--- src/rtl/tnn_pkg.sv ---
package tnn_pkg;
  typedef enum logic [1:0] {
    TRIT_ZERO = 2'b00,
    TRIT_POS  = 2'b01,
    TRIT_BAD  = 2'b10,
    TRIT_NEG  = 2'b11
  } trit_t;

  function automatic logic trit_nonzero(logic [1:0] c);
    return (c == TRIT_POS) || (c == TRIT_NEG);
  endfunction
endpackage

--- src/rtl/tnn_gxnor.sv ---
module tnn_gxnor (
  input  logic              bin_mode_i,
  input  logic [1:0]        w_i,
  input  logic [1:0]        a_i,
  output logic signed [1:0] prod_o
);
  import tnn_pkg::*;

  logic same_sign;
  logic gate;

  assign same_sign = (w_i[1] == a_i[1]);
  assign gate      = bin_mode_i || (trit_nonzero(w_i) && trit_nonzero(a_i));

  always_comb begin
    if (!gate)          prod_o = 2'sb00;
    else if (same_sign) prod_o = 2'sb01;
    else                prod_o = 2'sb11;
  end
endmodule

--- src/rtl/tnn_accum.sv ---
module tnn_accum #(
  parameter int ACC_W = 12
) (
  input  logic                    clk_i,
  input  logic                    rst_ni,
  input  logic                    en_i,
  input  logic                    clr_i,
  input  logic signed [1:0]       prod_i,
  output logic signed [ACC_W-1:0] acc_o,
  output logic signed [ACC_W-1:0] acc_nxt_o
);
  logic signed [ACC_W-1:0] acc_q;
  logic signed [ACC_W-1:0] base;

  assign base      = clr_i ? '0 : acc_q;
  assign acc_nxt_o = base + {{(ACC_W-2){prod_i[1]}}, prod_i};
  assign acc_o     = acc_q;

  always_ff @(posedge clk_i or negedge rst_ni) begin
    if (!rst_ni)   acc_q <= '0;
    else if (en_i) acc_q <= acc_nxt_o;
  end
endmodule

--- src/rtl/tnn_activate.sv ---
module tnn_activate #(
  parameter int ACC_W = 12,
  localparam int ADJ_W = ACC_W + 1
) (
  input  logic                    bin_mode_i,
  input  logic signed [ACC_W-1:0] sum_i,
  input  logic signed [ACC_W-1:0] thr_i,
  input  logic        [ACC_W-1:0] dz_i,
  output logic [1:0]              res_o
);
  import tnn_pkg::*;

  logic signed [ADJ_W-1:0] adj;
  logic signed [ADJ_W-1:0] dz_pos;
  logic signed [ADJ_W-1:0] dz_neg;

  // one extra bit so sum minus threshold cannot wrap
  assign adj    = {sum_i[ACC_W-1], sum_i} - {thr_i[ACC_W-1], thr_i};
  assign dz_pos = {1'b0, dz_i};
  assign dz_neg = -dz_pos;

  always_comb begin
    if (bin_mode_i)        res_o = adj[ADJ_W-1] ? TRIT_NEG : TRIT_POS;
    else if (adj > dz_pos) res_o = TRIT_POS;
    else if (adj < dz_neg) res_o = TRIT_NEG;
    else                   res_o = TRIT_ZERO;
  end
endmodule

--- src/rtl/tnn_neuron.sv ---
module tnn_neuron #(
  parameter int FANIN_MAX = 1024,
  localparam int ACC_W = $clog2(FANIN_MAX + 1) + 1
) (
  input  logic             clk_i,
  input  logic             rst_ni,
  input  logic             bin_mode_i,
  input  logic [ACC_W-1:0] thresh_i,
  input  logic [ACC_W-1:0] dz_i,
  input  logic             in_valid_i,
  output logic             in_ready_o,
  input  logic             in_start_i,
  input  logic             in_last_i,
  input  logic [1:0]       weight_i,
  input  logic [1:0]       act_i,
  output logic             res_valid_o,
  input  logic             res_ready_i,
  output logic [1:0]       res_o,
  output logic             done_o
);
  logic                    accept, finish;
  logic                    mode_q, mode_eff;
  logic signed [ACC_W-1:0] thr_q, thr_eff;
  logic [ACC_W-1:0]        dz_q, dz_eff;
  logic signed [1:0]       prod;
  logic signed [ACC_W-1:0] acc_q, acc_nxt;
  logic [1:0]              act_res;
  logic                    res_valid_q, done_q;
  logic [1:0]              res_q;

  assign in_ready_o = !res_valid_q;
  assign accept     = in_valid_i && in_ready_o;
  assign finish     = accept && in_last_i;

  // start beat uses live config, later beats the captured copy
  assign mode_eff = in_start_i ? bin_mode_i         : mode_q;
  assign thr_eff  = in_start_i ? $signed(thresh_i)  : thr_q;
  assign dz_eff   = in_start_i ? dz_i               : dz_q;

  always_ff @(posedge clk_i or negedge rst_ni) begin
    if (!rst_ni) begin
      mode_q <= 1'b0;
      thr_q  <= '0;
      dz_q   <= '0;
    end else if (accept && in_start_i) begin
      mode_q <= bin_mode_i;
      thr_q  <= $signed(thresh_i);
      dz_q   <= dz_i;
    end
  end

  tnn_gxnor u_gxnor (
    .bin_mode_i (mode_eff),
    .w_i        (weight_i),
    .a_i        (act_i),
    .prod_o     (prod)
  );

  tnn_accum #(.ACC_W(ACC_W)) u_acc (
    .clk_i     (clk_i),
    .rst_ni    (rst_ni),
    .en_i      (accept),
    .clr_i     (in_start_i),
    .prod_i    (prod),
    .acc_o     (acc_q),
    .acc_nxt_o (acc_nxt)
  );

  tnn_activate #(.ACC_W(ACC_W)) u_act (
    .bin_mode_i (mode_eff),
    .sum_i      (acc_nxt),
    .thr_i      (thr_eff),
    .dz_i       (dz_eff),
    .res_o      (act_res)
  );

  always_ff @(posedge clk_i or negedge rst_ni) begin
    if (!rst_ni) begin
      res_valid_q <= 1'b0;
      done_q      <= 1'b0;
      res_q       <= 2'b00;
    end else begin
      done_q <= finish;
      if (finish) begin
        res_valid_q <= 1'b1;
        res_q       <= act_res;
      end else if (res_ready_i) begin
        res_valid_q <= 1'b0;
      end
    end
  end

  assign res_valid_o = res_valid_q;
  assign res_o       = res_q;
  assign done_o      = done_q;
endmodule

--- config.mk ---
export PLATFORM = sky130hd
export DESIGN_NAME = tnn_neuron
export DESIGN_NICKNAME = d
export VERILOG_FILES = /design/src/rtl/tnn_pkg.sv /design/src/rtl/tnn_gxnor.sv /design/src/rtl/tnn_accum.sv /design/src/rtl/tnn_activate.sv /design/src/rtl/tnn_neuron.sv
export SDC_FILE = /design/constraint.sdc
export NUM_CORES = 1
export LEC_CHECK = 0
export BUFFER_PORTS_ARGS = -buffer_cell sky130_fd_sc_hd__buf_2
export CORE_ASPECT_RATIO = 1.25
export CORE_MARGIN = 3
export CORE_UTILIZATION = 50
export CTS_BUF_LIST = sky130_fd_sc_hd__clkbuf_8 sky130_fd_sc_hd__clkbuf_16
export CTS_CLUSTER_DIAMETER = 100
export DETAILED_ROUTE_END_ITERATION = 10
export PLACE_DENSITY = 0.73
export SYNTH_ARGS = -nofsm -noshare
export SYNTH_HDL_FRONTEND = slang
export SYNTH_SLANG_ARGS = --single-unit
--- constraint.sdc ---
create_clock -name clk_i -period 6 [get_ports clk_i]
set_input_delay 0.3 -clock clk_i [delete_from_list [all_inputs] [get_ports clk_i]]
set_output_delay 0.3 -clock clk_i [all_outputs]
set_load 0.005 [all_outputs]
* Word level (Yosys, flattened, before mapping) *
Cells that the tools add are included.

operators by class
  add/subtract/negate cells = 3
  reduce and logical (&&, ||, !) cells = 9
  multiplexer cells = 12
  magnitude comparators = 2
  eq/ne operators = 5

operators by type and width
  kind                count
  $mux 12             3
  $gt 13x13->1        1
  $lt 13x13->1        1
  $neg 12->13         1
  $sub 12x12->13      1
  $add 12x12->12      1
  $mux 2              6
  $eq 2x1->1 const B  2
  $eq 2x2->1 const B  2
  $logic_and 1x1->1   4
  $logic_or 1x1->1    3
  $mux 1              3
  $reduce_bool 2->1   1
  $eq 1x1->1          1
  $logic_not 1->1     1

word-level totals
  input port bits = 35
  logic and storage cells = 38
  output and inout port bits = 5
  register bits after elaboration = 41

* Depth between registers and ports, before layout *
Gate-level depths: netlist of run 1.

  depth in word-level cells = 11
  mapped depth = 30
  depth with buffers taken out = 26

* Modules after synthesis *
From an unflattened synthesis of run 1, not the netlist that was laid out.

second synthesis, totals
  cells, all modules = 391
  area, all modules = 3917.5 um^2

by module, submodules not included
  module        times used  area an instance (um^2)  sequential area each (um^2)  cells an instance
  tnn_neuron    1           1472.7                   725.7                        92
  tnn_activate  1           1376.3                   0.0                          191
  tnn_accum     1           1038.5                   300.3                        104
  tnn_gxnor     1           30.0                     0.0                          4

* Least setup slack after synthesis of run 1 *
Ideal clock, no wire load.

  path kind = input to register
  start = input port in_start_i
  end = register res_q[0], in the netlist res_o[0]
  cell stages on the path = 28
  arrival time = 6.285 ns
  library setup time = 0.121 ns
  required time = 5.879 ns
  setup slack = -0.406 ns
  path buffers = 5
  cell sequence = buf_4 -> clkbuf_1 -> clkbuf_1 -> clkbuf_1 -> buf_1 -> nor2b_1 -> ha_1 -> a221o_1 -> and4b_4 -> nor2_1 -> xnor2_1 -> inv_1 -> ha_1 -> a21o_1 -> maj3_1 -> a221o_1 -> a21o_1 -> a21oi_1 -> xnor2_1 -> ha_1 -> nand4_1 -> nor3_1 -> a21oi_1 -> a31oi_1 -> nor2_1 -> o21ai_0 -> o211ai_1 -> o22a_1

between the ends
  longest elaborated chain between the ends = 9
  elaborated cells between the ends (all ways) = 14
  classes of those cells = add/sub (3); order compare (2); mux (8); reduce/logical (1)

RTL lines
  element                 line                RTL
  start: declaration      tnn_neuron.sv:12    input logic in_start_i,
  $mux 1                  tnn_neuron.sv:36    assign mode_eff = in_start_i ? bin_mode_i : mode_q;
  $logic_or 1x1->1        tnn_gxnor.sv:13     assign gate = bin_mode_i || (trit_nonzero(w_i) && trit_nonzero(a_i));
  $mux 2                  tnn_gxnor.sv:16     if (!gate) prod_o = 2'sb00;
  $add 12x12->12          tnn_accum.sv:16     assign acc_nxt_o = base + {{(ACC_W-2){prod_i[1]}}, prod_i};
  $sub 12x12->13          tnn_activate.sv:18  assign adj = {sum_i[ACC_W-1], sum_i} - {thr_i[ACC_W-1], thr_i};
  $lt 13x13->1            tnn_activate.sv:25  else if (adj < dz_neg) res_o = TRIT_NEG;
  $mux 2                  tnn_activate.sv:25
  $mux 2                  tnn_activate.sv:24  else if (adj > dz_pos) res_o = TRIT_POS;
  $mux 2 *                tnn_activate.sv:23  if (bin_mode_i) res_o = adj[ADJ_W-1] ? TRIT_NEG : TRIT_POS;
  end signal: assignment  tnn_neuron.sv:86    res_q <= act_res;
  end: declaration        tnn_neuron.sv:29    logic [1:0] res_q;

Mark *: on every way between the ends. The rest lies on a longest branch, timed or not.
A chain may end at the register's enable or synchronous reset.

* Worst setup path after layout of run 1 *
  start = register mode_q
  end = register res_q[0], in the netlist res_o[0]

between the ends
  longest elaborated chain between the ends = 9
  elaborated cells between the ends (all ways) = 10
  classes of those cells = add/sub (2); order compare (2); mux (5); reduce/logical (1)

RTL lines
  element                   line                RTL
  start: declaration        tnn_neuron.sv:22    logic mode_q, mode_eff;
  start signal: assignment  tnn_neuron.sv:46    mode_q <= bin_mode_i;
  $mux 1 *                  tnn_neuron.sv:36
  $logic_or 1x1->1          tnn_gxnor.sv:13
  $mux 2                    tnn_gxnor.sv:16
  $add 12x12->12            tnn_accum.sv:16
  $sub 12x12->13            tnn_activate.sv:18
  $lt 13x13->1              tnn_activate.sv:25
  $mux 2                    tnn_activate.sv:25
  $mux 2                    tnn_activate.sv:24
  $mux 2 *                  tnn_activate.sv:23

Marks and branches as above.

==> results of run 1 <==
worst reg2reg max path, stage by stage (launching register included):
cell and delay (ns):
dfrtp_1 0.39, mux2i_1 0.17, a21o_1 0.19, inv_4 0.05, buf_4 0.21, ha_1 0.26, a21oi_1 0.29, o31ai_4 0.14
nor2_1 0.25, xnor2_1 0.22, inv_1 0.08, ha_1 0.31, a21o_1 0.16, maj3_1 0.39, a221o_1 0.34, a21o_1 0.18
a21oi_1 0.17, xnor2_1 0.12, ha_1 0.32, nand4_1 0.13, nor3_2 0.27, a21oi_1 0.11, a31oi_1 0.17, nor2_1 0.06
o21ai_0 0.18, o211ai_1 0.14, o22a_1 0.18
metal layers:
layer  GRT usage (%)  wire [um]
met2            36.7       4450
met5               0          0
met1            22.4       3670
met4            7.01        134
met3            1.64        215
path summary, 6_finish.rpt:
| check | start | end | slack, ns | cells past startpoint |
|---|---|---|---|---|
| setup / recovery | mode_q$_DFFE_PN0P_ | res_o[0]$_DFFE_PN0P_ | 0.41 | 26 |
| hold / removal | rst_ni | u_acc.acc_o[11]$_DFFE_PN0P_ | 0.14 | 1 |
| setup reg to reg | mode_q$_DFFE_PN0P_ | res_o[0]$_DFFE_PN0P_ | 0.41 | 26 |
| hold reg to reg | u_acc.acc_o[8]$_DFFE_PN0P_ | u_acc.acc_o[8]$_DFFE_PN0P_ | 0.48 | 2 |
| max in group asynchronous | rst_ni | thr_q[2]$_DFFE_PN0P_ | 5.28 | 1 |
| min in group clk_i | res_ready_i | res_valid_o$_DFFE_PN0P_ | 0.17 | 2 |
registers in the layout (all words and copies together) (netlist names):
signal       flops
u_acc.acc_o     12
dz_q            12
thr_q           12
res_o            2
res_valid_o      1
mode_q           1
done_o           1
kinds of logic (layout without fill, tap and decap cells):
group	Yosys count	count (layout)	synth area share, %
compound gates	96	96	18.6
xor+xnor	39	39	8.78
fa+ha+maj	44	44	13.9
buf+inv	32	72	3.43
flops	41	41	25.8
mux	55	55	14.9
simple gates	116	116	14.5
Yosys cell counts (all sizes together), types with 3 or more instances:
cell type / n
a211oi: 4
nand2: 40
o21bai: 3
mux2i: 25
xnor2: 28
a21o: 4
nand4: 4
inv: 19
o21ai: 21
nor3: 8
a31oi: 8
xor2: 11
nor2b: 16
and3: 4
clkbuf: 8
o21a: 10
ha: 41
buf: 5
dfrtp: 41
nand3: 12
mux2: 30
nand2b: 6
a21oi: 19
nor2: 17
a22oi: 4
power by group through the flow:
| stage | Sequential [W] | Clock, W | Combinational [W] |
|---|---|---|---|
| 6_report | 0.000411 | 0.000206 | 0.00144 |
| 5_1_grt | 0.000422 | 0.000222 | 0.00164 |
| 4_1_cts | 0.000410 | 0.000213 | 0.00144 |
| 3_5_place_dp | 0.000416 | 0 | 0.00143 |
| 3_3_place_gp | 0.000409 | 0 | 0.00140 |
| 2_1_floorplan | 0.000402 | 0 | 0.00115 |
stage by stage:
stage / instance area [um^2] / TNS, ns / setup slack, ns / utilization, % / total power [W]
after floorplan: 3980 / 0 / 0.0555 / - / 0.00155
after global placement: 4260 / 0 / 0.539 / 56.5 / 0.00181
after detailed placement: 4260 / 0 / 0.329 / 56.5 / 0.00184
after CTS: 4360 / 0 / 0.375 / 57.9 / 0.00206
after global routing: 4370 / -0.0695 / -0.0695 / 58.1 / 0.00228
final: 4370 / 0 / 0.408 / 58.1 / 0.00206
what timing repair did:
item,4_1_cts,5_1_grt
resized for setup,0,1
setup buffers,0,1
endpoints found under the setup margin,0,2
layout make-up:
class / count / area [um^2]
Fill cell: 686 / 3160
Tap cell: 92 / 115
Timing Repair Buffer: 45 / 240
Clock inverter: 1 / 5.00
Clock buffer: 7 / 96.3
Sequential cell: 41 / 1030
Multi-Input combinational cell: 350 / 2820
Inverter: 19 / 73.8
==> key figures, run 1 <==
Timing
  – Fin. Hold Viols: 0
  – Max Slew Vio Count: 0
  – Fin crit share: around 93%
  – Max frequency: ~180 MHz
  – Clock Skew: a little over 0.005 ns
  – Tightest Pin Transition: roughly 1.2 ns
  – WHS: between 0.1 and 0.15 ns
  – Relative slew margins: about a fifth
  – Tmin final: ~5.6 ns
  – Setup violators final: 0

Clocking
  – Max clock buf depth: 2
  – Clock latency on the worst-skew pair: between 0.2 and 0.3 ns
  – Clock slew at reported path FFs: roughly 0.08 ns
  – Clock root buffer: clkbuf_8
  – CTS hold repair buffers: 0
  – Num CTS Buffers: 5
  – # clock sinks: 41
  – Max H-tree Level: 2
  – CTS tree: built

Place
  – Placer Congestion: between 0.8 and 0.9
  – Post-DP HPWL: 6.67 mm
  – Port bufs: 39
  – Post-Place Cells: 546

Floorplan
  – Die Wd: approximately 86 um
  – Initial Util: a little over half
  – Die Y: 106 um
  – Die area: between 9000 and 10000 um^2
  – Num rows: 35
  – Io pins: 40
  – Core Area: between 7000 and 8000 um^2

Setup path
  – CP top delay family: compound AO/OA/AOI/OAI gates
  – Crit-path slowest cell: dfrtp_1
  – Critical Path End Type: flip-flop
  – Slowest stage delay, CP: between 0.3 and 0.4 ns
  – Critical path class: reg -> reg
  – CP required: approximately 6.2 ns
  – Critical path peak fanout: 19
  – WP data arrival: 5.78 ns
  – Crit path buffers/inverters: 3
  – Critical path launch point type: flip-flop

Synth
  – Syn Inst Count: about 420
  – Top FF cell, synth: dfrtp_1
  – Post-synthesis sequential area ratio: approximately a quarter
  – Syn Area/Cell: about 9.4 um^2
  – Dominant cell type by area after synthesis: dfrtp_1
  – Netlist cell types: 65
  – EDFF count, synth: 0
  – Yosys warning count: 0
  – Synth top area cells: dfrtp_1, ha_1, mux2_2
  – Synth top area share: roughly 26%
  – Synthesized Nets: 500
  – Netlist Area Pre-Place: around 4000 um^2
  – Seq cells post-synth: between 40 and 50
  – Ys async rst share: 100%

Pwr
  – Seq pwr share: 20.0%
  – NetSw: 0.000929 W
  – P_int: approximately 0.0011 W
  – Clock share of power: approximately a tenth
  – Worst vdd ir: 0.288 mV
  – PwrDens: 471 nW/um^2
  – Combinational share of power: between 70% and 80%
  – P_leak: about 2.0 nW
  – Switching share of power: between 40 and 50%

Global route
  – Vias in the first global route: 3287
  – GRT Total Usage: between 10% and 20%
  – Grt ovf: 0
  – Antenna violations before repair: 0
  – Largest net degree at the start of global routing: 42
  – First-pass GRT wire length: 14.4 mm

Drt
  – Drt initial violations: ~130
  – DR pass1 iterations: 5
  – Via density: around 5.8
  – Wirelength, routed: about 8.5 mm
  – Vias: about 3200
  – Routed Antenna Nets: 0
  – # DRC: 0
  – WL/cell: between 15 and 20 um

Run status
  – Status: finished clean

Final layout
  – Commonest cells after routing, fill and taps aside: ha_1, dfrtp_1, nand2_1
  – Share of cells above drive strength 1: a little over a fifth
  – Layout area overhead: 10.0%
  – Ant diodes: 0
  – Cell Count, Final, Fillers Out: 555
  – Final net count: between 500 and 600

Worst hold path
  – Hold/Removal Path Class: in -> async

Run
  – Max cap viols: 0
No activity file was read; power rests on OpenSTA's default activity.
==> run 2: changes to the inputs <==
--- a/config.mk
+++ b/config.mk
@@ -12,6 +12,7 @@
 export CTS_BUF_LIST = sky130_fd_sc_hd__clkbuf_8 sky130_fd_sc_hd__clkbuf_16
 export CTS_CLUSTER_DIAMETER = 100
 export DETAILED_ROUTE_END_ITERATION = 10
+export MAX_ROUTING_LAYER = met4
 export PLACE_DENSITY = 0.73
 export SYNTH_ARGS = -nofsm -noshare
 export SYNTH_HDL_FRONTEND = slang
==> run 2 against run 1 <==
  * Clock skew increased by 0.0011 ns
  * Core utilization unchanged
  * Die area unchanged
  * First-iteration DRC count decreased by 8.7%
  * Clock power about the same
  * Highest routed layer unchanged
  * Design area unchanged
  * Cell count unchanged
==> key figures, run 2 (synthesis results as in run 1) <==
Global route
  – Antenna violations before repair: 0 (unchanged)
  – First-pass GRT wire length: 14.5 mm (+0.19%)
  – Largest net degree at the start of global routing: 42 (unchanged)
  – GRT Total Usage: 20.0% (+0.50 points)
  – Grt ovf: 0 (unchanged)
  – Vias in the first global route: 3280 (-0.21%)

Setup path
  – Capture point of the worst reg-to-reg path: res_o[0]$_DFFE_PN0P_
  – WP data arrival: 5.78 ns (about the same)
  – Worst R2R Start: mode_q$_DFFE_PN0P_
  – Critical Path End Type: flip-flop
  – Slowest stage delay, CP: 0.39 ns (about the same)
  – R2R setup slack: 0.41 ns (about the same)
  – Crit-path slowest cell: dfrtp_1
  – Reg2reg path depth: 26 (unchanged)
  – CP required: 6.19 ns (about the same)
  – Critical path class: reg -> reg
  – Critical path peak fanout: 19 (unchanged)
  – Critical path launch point type: flip-flop

Timing
  – Fin crit share: 93.2% (about the same)
  – Setup violators final: 0 (unchanged)
  – Tmin final: 5.59 ns (+0.00140 ns)
  – Max frequency: 179 MHz (about the same)
  – Relative slew margins: 20.4% (-0.057 points)
  – Max Slew Vio Count: 0 (unchanged)
  – Setup tns final: 0 ns (unchanged)
  – Tightest Pin Transition: 1.19 ns (+0.000847 ns)
  – Clock Skew: 0.00623 ns (+0.00111 ns)
  – Fin. Hold Viols: 0 (unchanged)

Floorplan
  – Initial Util: 52.8% (unchanged)
  – Die area: 9060 um^2 (unchanged)
  – Die Y: 106 um (unchanged)
  – Die Wd: 85.7 um (unchanged)
  – Core Area: 7530 um^2 (unchanged)
  – Num rows: 35 (unchanged)
  – Io pins: 40 (unchanged)

Place
  – Post-Place Cells: 546 (unchanged)
  – DP Area: 4260 um^2 (unchanged)
  – Placer Congestion: 0.855 (+1.6%)
  – Port bufs: 39 (unchanged)
  – Post-DP HPWL: 6.67 mm (unchanged)

Run status
  – Status: finished clean

Drt
  – WL/cell: 15.3 um (+0.28%)
  – Drt initial violations: 115 (-8.7%)
  – Routed Antenna Nets: 0 (unchanged)
  – Via density: 5.85 (+0.56%)
  – # DRC: 0 (unchanged)
  – DR pass1 iterations: 4 (-1)
  – Wirelength, routed: 8.49 mm (+0.28%)
  – Vias: 3247 (+0.56%)

Pwr
  – Worst vdd ir: 0.286 mV (-0.73%)
  – NetSw: 0.000926 W (-0.32%)
  – Switching share of power: 45.1% (-0.062 points)
  – Seq pwr share: 20.0% (about the same)
  – Clock share of power: 10.0% (about the same)
  – P_leak: 2.03 nW (unchanged)
  – P_int: 0.00113 W (about the same)
  – PwrDens: 470 nW/um^2 (-0.19%)
  – Combinational share of power: 70.0% (about the same)

Clocking
  – Clock slew at reported path FFs: 0.08 ns (about the same)
  – Clock latency on the worst-skew pair: 0.30 ns (about the same)
  – Num CTS Buffers: 5 (unchanged)
  – CTS tree: built
  – Max H-tree Level: 2 (unchanged)
  – Clock root buffer: clkbuf_8
  – # clock sinks: 41 (unchanged)
  – Max clock buf depth: 2 (unchanged)

Final layout
  – Final instance area: 4370 um^2 (unchanged)
  – Ant diodes: 0 (unchanged)
  – Cell Count, Final, Fillers Out: 555 (unchanged)
  – Share of cells above drive strength 1: 21.2% (unchanged)
  – Layout area overhead: 10.0% (unchanged)
  – Commonest cells after routing, fill and taps aside: ha_1, dfrtp_1, nand2_1
  – Final net count: 539 (unchanged)

Worst hold path
  – Hold/Removal Path Class: in -> async

Run
  – Max cap viols: 0 (unchanged)
==> run 2: per-layer routing <==
metal  GRT usage (%)  wire length (um)  vias to the layer above
met3            1.95               267                       17
li1                -                 -                     1622
met4            6.00               254                        0
met1            22.6              3640                     1551
met5               -                 0                        -
met2            36.6              4320                       57
==> run 2: worst max-delay path by stage <==
stage	from	to	slack, ns	cells past startpoint
floorplan	in_start_i	res_o[0]$_DFFE_PN0P_	0.06	28
global placement	in_start_i	res_o[0]$_DFFE_PN0P_	0.54	28
detailed placement	in_start_i	res_o[0]$_DFFE_PN0P_	0.33	28
CTS	mode_q$_DFFE_PN0P_	res_o[0]$_DFFE_PN0P_	0.38	27
global route	mode_q$_DFFE_PN0P_	res_o[0]$_DFFE_PN0P_	-0.07	26
finish	mode_q$_DFFE_PN0P_	res_o[0]$_DFFE_PN0P_	0.41	26
==> run 2: area by class of cell <==
cell class	instances	area, um^2
flip-flops and latches	41	1030
fillers	686	3160
inverters	19	73.8
repair buffers	45	240
well taps	92	115
multi-input cells	350	2820
clock buffers	7	96.3
clock inverters	1	5.00
==> run 2: what timing repair did <==
action | CTS | global route
setup buffers | 0 | 1
endpoints found under the setup margin | 0 | 2
hold buffers | 0 | 0
resized for setup | 0 | 1
==> run 2: stage by stage <==
stage	power [W]	util (%)	hold WS [ns]	worst slack, ns
final	0.00205	58.1	0.140	0.407
after global routing	0.00228	58.1	0.171	-0.0695
after CTS	0.00206	57.9	0.175	0.375
after detailed placement	0.00184	56.5	0.455	0.329
after global placement	0.00181	56.5	0.451	0.539
after floorplan	0.00155	-	0.00441	0.0555
==> run 2: worst max-delay path, delay by kind of cell, from the launching register on <==
kind / cells / cell delay (ns)
fa+ha+maj: 4 / 1.28
buf+inv: 3 / 0.35
mux: 1 / 0.17
xor+xnor: 2 / 0.34
compound gates: 12 / 2.24
flops: 1 / 0.39
simple gates: 4 / 0.71
==> run 2: power groups by stage <==
stage | Combinational (W) | Clock, W | Sequential [W]
floorplan | 0.00115 | 0 | 0.000402
global placement | 0.00140 | 0 | 0.000409
detailed placement | 0.00143 | 0 | 0.000416
CTS | 0.00144 | 0.000213 | 0.000410
global route | 0.00164 | 0.000222 | 0.000422
finish | 0.00144 | 0.000206 | 0.000411
